File: src/rtl/nss_pkg.sv
package nss_pkg;
  typedef enum logic [1:0] {
    PH_MODE = 2'd0,
    PH_ADDR = 2'd1,
    PH_DATA = 2'd2,
    PH_SKIP = 2'd3
  } phase_e;
endpackage

File: src/rtl/nss_sync.sv
module nss_sync #(
  parameter int unsigned WIDTH  = 3,
  parameter int unsigned STAGES = 2
) (
  input  logic             clk_i,
  input  logic             rst_ni,
  input  logic [WIDTH-1:0] d_i,
  output logic [WIDTH-1:0] q_o
);
  logic [WIDTH-1:0] stg [STAGES];

  always_ff @(posedge clk_i or negedge rst_ni) begin
    if (!rst_ni) stg[0] <= '0;
    else         stg[0] <= d_i;
  end

  for (genvar s = 1; s < STAGES; s++) begin : g_stage
    always_ff @(posedge clk_i or negedge rst_ni) begin
      if (!rst_ni) stg[s] <= '0;
      else         stg[s] <= stg[s-1];
    end
  end

  assign q_o = stg[STAGES-1];
endmodule

File: src/rtl/nss_frame.sv
module nss_frame
  import nss_pkg::*;
#(
  parameter int unsigned NIB_W    = 4,
  parameter int unsigned MODE_WR  = 'h3,
  parameter int unsigned MODE_RD  = 'hC,
  parameter int unsigned CTL_ADDR = 'hD,
  localparam int unsigned CNT_W   = $clog2(NIB_W)
) (
  input  logic             clk_i,
  input  logic             rst_ni,
  input  logic             ce_i,
  input  logic             rise_i,
  input  logic             sd_i,
  output logic             wr_stb_o,
  output logic [NIB_W-1:0] wr_addr_o,
  output logic [NIB_W-1:0] wr_data_o,
  output logic             rd_done_o,
  output logic             rd_active_o,
  output logic             load_o,
  output logic [CNT_W-1:0] bit_idx_o,
  output logic [NIB_W-1:0] addr_o
);
  phase_e           ph;
  logic             rd_mode;
  logic [NIB_W-1:0] shreg, nib, addr;
  logic [CNT_W-1:0] bcnt;
  logic             nib_last;

  assign nib_last = (bcnt == CNT_W'(NIB_W-1));

  // field as it stands once the current bit is placed
  always_comb begin
    nib       = shreg;
    nib[bcnt] = sd_i;
  end

  always_ff @(posedge clk_i or negedge rst_ni) begin
    if (!rst_ni) begin
      ph        <= PH_MODE;
      rd_mode   <= 1'b0;
      shreg     <= '0;
      bcnt      <= '0;
      addr      <= '0;
      wr_stb_o  <= 1'b0;
      wr_addr_o <= '0;
      wr_data_o <= '0;
      rd_done_o <= 1'b0;
      load_o    <= 1'b0;
    end else begin
      wr_stb_o  <= 1'b0;
      rd_done_o <= 1'b0;
      load_o    <= 1'b0;
      if (!ce_i) begin
        ph      <= PH_MODE;
        rd_mode <= 1'b0;
        shreg   <= '0;
        bcnt    <= '0;
      end else if (rise_i && ph != PH_SKIP) begin
        shreg <= nib;
        bcnt  <= nib_last ? '0 : bcnt + 1'b1;
        if (nib_last) begin
          unique case (ph)
            PH_MODE: begin
              if (nib == NIB_W'(MODE_WR)) begin
                ph      <= PH_ADDR;
                rd_mode <= 1'b0;
              end else if (nib == NIB_W'(MODE_RD)) begin
                ph      <= PH_ADDR;
                rd_mode <= 1'b1;
              end else begin
                ph <= PH_SKIP;
              end
            end
            PH_ADDR: begin
              addr   <= nib;
              ph     <= PH_DATA;
              load_o <= rd_mode;
            end
            PH_DATA: begin
              addr <= addr + 1'b1;
              if (rd_mode) begin
                load_o    <= 1'b1;
                rd_done_o <= (addr == NIB_W'(CTL_ADDR));
              end else begin
                wr_stb_o  <= 1'b1;
                wr_addr_o <= addr;
                wr_data_o <= nib;
              end
            end
            default: ;
          endcase
        end
      end
    end
  end

  assign rd_active_o = (ph == PH_DATA) && rd_mode;
  assign bit_idx_o   = bcnt;
  assign addr_o      = addr;
endmodule

File: src/rtl/nss_rdpath.sv
module nss_rdpath #(
  parameter int unsigned NIB_W  = 4,
  localparam int unsigned CNT_W = $clog2(NIB_W)
) (
  input  logic             clk_i,
  input  logic             rst_ni,
  input  logic             load_i,
  input  logic [NIB_W-1:0] rdata_i,
  input  logic [CNT_W-1:0] bit_idx_i,
  input  logic             rd_active_i,
  input  logic             ce_pin_i,
  output logic             sdata_o,
  output logic             sdata_oe_o
);
  logic [NIB_W-1:0] rd_buf;

  // snapshot one whole nibble so a bank update cannot tear it
  always_ff @(posedge clk_i or negedge rst_ni) begin
    if (!rst_ni)     rd_buf <= '0;
    else if (load_i) rd_buf <= rdata_i;
  end

  assign sdata_o    = rd_buf[bit_idx_i];
  // raw pin gate releases the line without synchroniser delay
  assign sdata_oe_o = ce_pin_i & rd_active_i;
endmodule

File: src/rtl/nibble_serial_slave.sv
module nibble_serial_slave #(
  parameter int unsigned NIB_W       = 4,
  parameter int unsigned SYNC_STAGES = 2,
  parameter int unsigned MODE_WR     = 'h3,
  parameter int unsigned MODE_RD     = 'hC,
  parameter int unsigned CTL_ADDR    = 'hD,
  localparam int unsigned CNT_W      = $clog2(NIB_W)
) (
  input  logic             clk_i,
  input  logic             rst_ni,
  input  logic             ce_i,
  input  logic             sclk_i,
  input  logic             sdata_i,
  output logic             sdata_o,
  output logic             sdata_oe_o,
  output logic             rf_we_o,
  output logic [NIB_W-1:0] rf_waddr_o,
  output logic [NIB_W-1:0] rf_wdata_o,
  output logic [NIB_W-1:0] rf_raddr_o,
  input  logic [NIB_W-1:0] rf_rdata_i,
  output logic             ctl_rd_done_o,
  output logic             ce_fall_o
);
  logic [2:0]       pins_s;
  logic             ce_s, sclk_s, sd_s, ce_q, sclk_q, rise;
  logic             rd_active, load;
  logic [CNT_W-1:0] bit_idx;

  nss_sync #(.WIDTH(3), .STAGES(SYNC_STAGES)) u_sync (
    .clk_i  (clk_i),
    .rst_ni (rst_ni),
    .d_i    ({ce_i, sclk_i, sdata_i}),
    .q_o    (pins_s)
  );

  assign {ce_s, sclk_s, sd_s} = pins_s;

  always_ff @(posedge clk_i or negedge rst_ni) begin
    if (!rst_ni) begin
      ce_q   <= 1'b0;
      sclk_q <= 1'b0;
    end else begin
      ce_q   <= ce_s;
      sclk_q <= sclk_s;
    end
  end

  assign rise      = sclk_s & ~sclk_q;
  assign ce_fall_o = ce_q & ~ce_s;

  nss_frame #(
    .NIB_W    (NIB_W),
    .MODE_WR  (MODE_WR),
    .MODE_RD  (MODE_RD),
    .CTL_ADDR (CTL_ADDR)
  ) u_frame (
    .clk_i       (clk_i),
    .rst_ni      (rst_ni),
    .ce_i        (ce_s),
    .rise_i      (rise),
    .sd_i        (sd_s),
    .wr_stb_o    (rf_we_o),
    .wr_addr_o   (rf_waddr_o),
    .wr_data_o   (rf_wdata_o),
    .rd_done_o   (ctl_rd_done_o),
    .rd_active_o (rd_active),
    .load_o      (load),
    .bit_idx_o   (bit_idx),
    .addr_o      (rf_raddr_o)
  );

  nss_rdpath #(.NIB_W(NIB_W)) u_rd (
    .clk_i       (clk_i),
    .rst_ni      (rst_ni),
    .load_i      (load),
    .rdata_i     (rf_rdata_i),
    .bit_idx_i   (bit_idx),
    .rd_active_i (rd_active),
    .ce_pin_i    (ce_i),
    .sdata_o     (sdata_o),
    .sdata_oe_o  (sdata_oe_o)
  );
endmodule

File: config.mk
export PLATFORM = sky130hd
export DESIGN_NAME = nibble_serial_slave
export DESIGN_NICKNAME = d
export VERILOG_FILES = /design/src/rtl/nss_pkg.sv /design/src/rtl/nss_sync.sv /design/src/rtl/nss_frame.sv /design/src/rtl/nss_rdpath.sv /design/src/rtl/nibble_serial_slave.sv
export SDC_FILE = /design/constraint.sdc
export NUM_CORES = 1
export LEC_CHECK = 0
export ABC_AREA = 0
export ABC_CLOCK_PERIOD_IN_PS = 2400
export BUFFER_PORTS_ARGS = -buffer_cell sky130_fd_sc_hd__buf_2
export CORE_MARGIN = 2
export CORE_UTILIZATION = 40
export CTS_CLUSTER_SIZE = 28
export DETAILED_ROUTE_END_ITERATION = 8
export PLACE_DENSITY = 0.72
export SYNTH_ARGS = -nofsm -noshare
export SYNTH_HDL_FRONTEND = slang
export SYNTH_HIERARCHICAL = 1
export SYNTH_SLANG_ARGS = --single-unit
File: constraint.sdc
create_clock -name clk_i -period 2.4 [get_ports clk_i]
set_input_delay 0.12 -clock clk_i [delete_from_list [all_inputs] [get_ports clk_i]]
set_output_delay 0.12 -clock clk_i [all_outputs]
set_load 0.01 [all_outputs]
# Word-level counts from Yosys, hierarchy flattened
# Index checks and enable logic that the tools add are counted.
# word_totals
output_inout_bits	17
word_cells	84
reg_bits	36
input_bits	9
# op_classes
bitwise	6
n_eq_ne	12
magnitude_cmp	2
n_addsub	2
n_reduce_logical	9
mux	38
# op_table
operator	n
2-to-1 mux 1 bit	22
2-to-1 mux 2 bit	8
equality test 4 bit (second input constant)	2
2-to-1 mux 4 bit	2
case mux 4 bit (2 select lines)	1
AND reduction 4 bit	2
!= test 2 x 1 -> 1 bit (second input constant)	3
!= test 3 x 1 -> 1 bit (second input constant)	2
AND reduction 5 bit	1
adder 4 x 1 -> 4 bit (second input constant)	1
bitwise mux 4 bit	1
equality test 2 bit (second input constant)	2
equality test 4 x 2 -> 1 bit (second input constant)	1
case mux 2 bit (2 select lines)	1
AND 1 bit	3
logical AND 1 bit	3
< comparator 2 x 3 -> 1 bit (second input constant)	1
inverter 1 bit	3
AND reduction 3 bit	1
adder 2 x 1 -> 2 bit (second input constant)	1
binary-select mux 1 bit (select 2 bit)	1
demux 1 bit (select 2 bit)	1
equality test 2 x 1 -> 1 bit (second input constant)	1
greater-or-equal comparator 2 x 1 -> 1 bit (second input constant)	1
other kinds (4)	4

# Logic depth before layout (Yosys ltp)
# depth
word_depth	12
ltp_mapped	7
depth_no_buf	6

# Modules after synthesis
# The synthesis kept the hierarchy.
# modules_own_cells
mod	n_inst	seq_area_each_um2	area_each_um2	cells_per_inst
nss_frame	1	600.6	1234.9	117
nss_rdpath	1	100.1	173.9	10
nss_sync	1	150.1	172.7	9
nibble_serial_slave	1	50.0	77.6	4

# Worst setup path before layout
# No wires, ideal clock.
# synth_timing
path_type	reg2reg
start	register u_frame.bcnt[0], in the netlist u_frame/bit_idx_o[0]
end	register u_frame.ph[1]
path_slack_ps	469
n_path_buf	0
required_ps	2278
setup_time_ps	122
arrival_ps	1809
synth_period_minus_slack_ps	1931
path_stages_with_launch	7
path_cell_list	dfrtp_1 inv_1 ha_1 mux2_4 or4_4 a211oi_2 nor2_1
# synth_via
elab_chain_cells	12
elab_cells_between_ends	17
classes_between	order compare (2); eq/ne (4); mux (9); reduce/logical (2)
# synth_rtl
item	line_no	rtl
from (decl)	nss_frame.sv:27	logic [CNT_W-1:0] bcnt;
from (signal assigned)	nss_frame.sv:61	bcnt <= nib_last ? '0 : bcnt + 1'b1;
< comparator 2 x 3 -> 1 bit (implied by the code) / greater-or-equal comparator 2 x 1 -> 1 bit (equally long branches)	nss_frame.sv:35	nib[bcnt] = sd_i;
logical AND 1 bit (implied by the code)	nss_frame.sv:35	
2-to-1 mux 1 bit (implied by the code)	nss_frame.sv:35	
demux 1 bit (select 2 bit)	-	
bitwise mux 4 bit	nss_frame.sv:35	
equality test 4 bit	nss_frame.sv:68	end else if (nib == NIB_W'(MODE_RD)) begin
2-to-1 mux 2 bit	nss_frame.sv:68	
2-to-1 mux 2 bit	nss_frame.sv:65	if (nib == NIB_W'(MODE_WR)) begin
case mux 2 bit (2 select lines)	nss_frame.sv:63	unique case (ph)
2-to-1 mux 2 bit	nss_frame.sv:62	if (nib_last) begin
2-to-1 mux 2 bit	nss_frame.sv:59	end else if (rise_i && ph != PH_SKIP) begin
2-to-1 mux 2 bit	nss_frame.sv:54	if (!ce_i) begin
to (signal assigned)	nss_frame.sv:55	ph <= PH_MODE;
to (signal assigned)	nss_frame.sv:66	ph <= PH_ADDR;
to (signal assigned)	nss_frame.sv:69	ph <= PH_ADDR;
to (decl)	nss_frame.sv:24	phase_e ph;
# Parallel ways exist; a longest one is shown, timed or not. The select of a mux whose other input is x is not followed.
# A chain may end at the register's enable or synchronous reset.

# Worst setup path in the final report
# Ends and elaborated chain as after synthesis.

==> impl_metrics.csv <==
group,metric,value,unit
final_layout,multiInputGateArea,669.4,um^2
min_path,hold_depth,2,
min_path,holdPathEnd,"u_rd/rd_buf[1]",
synth,yosys.area.top_type_share,54.30,%
placement,gp_congestion,0.7613,
min_path,worstHoldStart,"rf_rdata_i[1]",
synth,synth_top_family_by_area,"multiplexers",
floorplan,coreArea,4000,um^2
final_layout,fin_area,1948,um^2
final_layout,drive_gt1_share,29.82,%
routing,vias_per_cell,4.964,
clocking,post_cts_resize_count,0,
timing,finalCriticalPeriod,2.079,ns
synth,yosys.area.top_type,"dfrtp_1",
final_layout,antenna_cells,0,
clocking,htreeDepth,2,
min_path,holdCritPathClass,"primary input to flip-flop",
clocking,cts_tree,"built",
worst_setup_path,worstPathRequired,2.57,ns
worst_setup_path,crit_chain,"inv_1 -> ha_1 -> mux2_4 -> or4_4 -> a211oi_2 -> nor2_1",
grt,grt_usage,15.25,%
worst_setup_path,critPathLaunchType,"flip-flop",
clocking,post_cts_buffers,0,
synth,yosysUniqueCellTypes,32,
outcome,status,"complete, no violations",
clocking,clock_latency,0.29,ns
timing,fin_worst_skew,0.004623,ns
grt,antenna_found_initial,0,
placement,dp_hpwl,2.159,mm
placement,postPlaceCellArea,1818,um^2
worst_setup_path,ff2ff_path_depth,6,
clocking,cts_sinks,36,
routing,drtIter0Drc,48,
power_and_ir_drop,powerDensity,576.3,nW/um^2
synth,synth_area_leaders,"dfrtp_1 54%, ha_1 7.5%, mux2_2 7.5%, mux2i_1 3.6%, inv_1 2.7%",
timing,rsz0062_at_grt,"false",
final_layout,syn2layout_area_growth,17.42,%
worst_setup_path,arrival,2.25,ns
routing,drcViolationCount,0,
worst_setup_path,crit_fanout,5,
timing,hold_viol,0,
synth,syn-instance-count,140,
power_and_ir_drop,vdd_ir_drop_max,389.3,uV
synth,netlist_area,1659,um^2
clocking,cts_made_buffers,5,
timing,worstMarginPinSlew,0.7753,ns
worst_setup_path,r2r-end,"u_frame/ph[1]",
final_layout,nNetsFinal,189,
grt,grt_max_degree,37,
timing,drv_slew,0,
routing,drt_wl_total,3.046,mm
synth,yosys.area_share.simple,12.29,%
power_and_ir_drop,p_leak,0.9705,nW
timing,fin_crit_sh,86.61,%
floorplan,initial_core_util,41.48,%
routing,ant_nets,0,
synth,synth_fa_ha_area_share,7.541,%
floorplan,rows,23,
worst_setup_path,endpoint_kind,"flip-flop",
synth,synth_compound_area_share,7.164,%
clocking,clock_path_buffers,2,
synth,ys_seq_area_share,54.30,%
routing,firstDrtPassIters,6,
worst_setup_path,r2r_start,"u_frame/bit_idx_o[0]",
grt,grt_remaining_overflow,0,
routing,vias,1097,
synth,synth_xor_area_share,0,%
synth,synthMuxAreaShare,13.35,%
worst_setup_path,worst_path_largest_cell_delay,0.55,ns
job,drv_cap,0,
timing,maxSlewHeadroom,48.31,%
synth,yosys_warnings,6,
floorplan,fp.dieW,68.40,um
worst_setup_path,worstSetupPathType,"flip-flop to flip-flop",
synth,syn_avg_cell_area,11.85,um^2
clocking,clk_pin_slew,0.06,ns
worst_setup_path,cpMaxStageDelayCell,"or4_4",
timing,setup_viol,0,
worst_setup_path,rrSetupSlack,0.32,ns
grt,grt_pass1_vias,1182,
synth,ys_ff_latch,36,
grt,grt_first_pass_wirelength,5.147,mm
placement,port_buffers,25,
clocking,cts_root_buf,"clkbuf_8",
timing,hold_ws,0.07179,ns
final_layout,fillers,349,
synth,syn_nets,159,
timing,fin_setup_tns,0,ns
routing,wl_per_cell,13.78,um
floorplan,die_area,4679,um^2
floorplan,die_y,68.40,um
timing,max_freq,481.1,MHz
final_layout,seqCellArea,900.9,um^2
floorplan,ios,26,
-- Yosys cell counts --
master     n
nand2_1    7
mux2i_1    6
or2_2      1
and2b_1    1
or4_4      1
nor2_1    11
a211oi_2   1
o21ai_0    6
dfrtp_1   36
or3_1      1
o211a_1    1
a221oi_1   2
and2_1     1
nand3_1    4
clkbuf_1   2
ha_1      10
o21ai_1    1
a21boi_0   1
a211oi_1   2
mux4_2     1
nand4_1    3
mux2_2    11
inv_1     12
a21oi_1    3
a31oi_1    1
nor2b_4    2
nor3b_1    3
nor3_1     2
buf_1      1
buf_2      2
mux2_4     1
buf_4      3
-- through the flow --
| stage | setup WS, ns | power (mW) | util, % | cells |
|---|---|---|---|---|
| 5_1_grt | 0.2353 | 1.180 | 48.70 | 221 |
| 6_report | 0.3213 | 1.123 | 48.70 | 221 |
| 3_3_place_gp | 0.4145 | 0.6959 | 45.45 | 209 |
| 4_1_cts | 0.3096 | 1.142 | 48.70 | 221 |
| 3_5_place_dp | 0.3409 | 0.6999 | 45.45 | 209 |
| 2_1_floorplan | 0.4687 | 0.6734 | - | 140 |
-- report_power, final --
| group | switching [mW] | internal, mW | leakage, nW |
|---|---|---|---|
| registers | 0.00893 | 0.618 | 0.482 |
| logic | 0.0366 | 0.0282 | 0.443 |
| clock network | 0.197 | 0.234 | 0.0455 |
-- worst max-delay path by stage --
stage,start,endpoint,depth (start not counted)
2_1_floorplan,u_frame/bit_idx_o[0],u_frame/ph[1],6
3_3_place_gp,u_frame/bit_idx_o[0],u_frame/ph[1],6
3_5_place_dp,u_frame/bit_idx_o[0],u_frame/ph[1],6
4_1_cts,u_frame/bit_idx_o[0],u_frame/ph[1],6
5_1_grt,u_frame/bit_idx_o[0],u_frame/ph[1],6
6_report,u_frame/bit_idx_o[0],u_frame/ph[1],6
-- metal layers --
layer | track usage [%] | vias up | wire (um)
li1 | - | 531 | -
met1 | 17.84 | 542 | 1332
met2 | 24.88 | 18 | 1530
met3 | 5.757 | 6 | 136
met4 | 6.500 | 0 | 46
met5 | 0 | - | 0
-- what timing repair did --
item                                   CTS  global route
endpoints found under the hold margin   39             0
setup endpoints to repair                0             0
hold buffers                             4             0
-- flip-flops by register name, indices dropped and copies added (netlist names) --
name	flops
u_frame/bit_idx_o	2
u_frame/rd_done_o	1
u_frame/shreg	4
u_rd/rd_buf	4
u_frame/load_o	1
sclk_q	1
u_sync/q_o	3
u_frame/ph	2
u_frame/wr_data_o	4
u_frame/rd_mode	1
ce_q	1
u_frame/addr_o	4
u_frame/wr_addr_o	4
u_sync/stg	3
u_frame/wr_stb_o	1
-- kinds of logic (layout without fill, tap and decap cells) --
kind of cell | count (synthesis) | count (layout)
DFF | 36 | 36
buffers and inverters | 20 | 51
and+or+nand+nor | 37 | 37
muxes | 19 | 19
AOI/OAI and AO/OA | 18 | 18
adders and majority gates | 10 | 10
-- worst max-delay path: cells and delay by family (launching register included) --
family / cells / cell delay (ns)
simple gates: 2 / 0.63
flops: 1 / 0.44
mux: 1 / 0.32
compound gates: 1 / 0.24
fa+ha+maj: 1 / 0.23
buf+inv: 1 / 0.11
-- final cells by class --
cell class	instances	area share, %
sequential	36	46.24
multi-input combinational	84	34.36
timing repair buffer	31	9.249
clock buffer	8	4.624
tap	50	3.211
inverter	12	2.312
-- placed cells by master (no fill, tap or decap), drive strengths merged --
cell type and n:
a21boi 1, or2 1, a211oi 3, nor3b 3
or4 1, mux2 12, nor2 11, inv 12
o211a 1, nand4 3, nor3 2, a31oi 1
nand3 4, buf 27, clkbuf 8, nand2 7
dlygate4sd3 4, or3 1, a221oi 2, mux2i 6
o21ai 7, ha 10, dfrtp 36, and2b 1
mux4 1, nor2b 2, a21oi 3, and2 1
No activity file was read; power rests on OpenSTA's default activity.
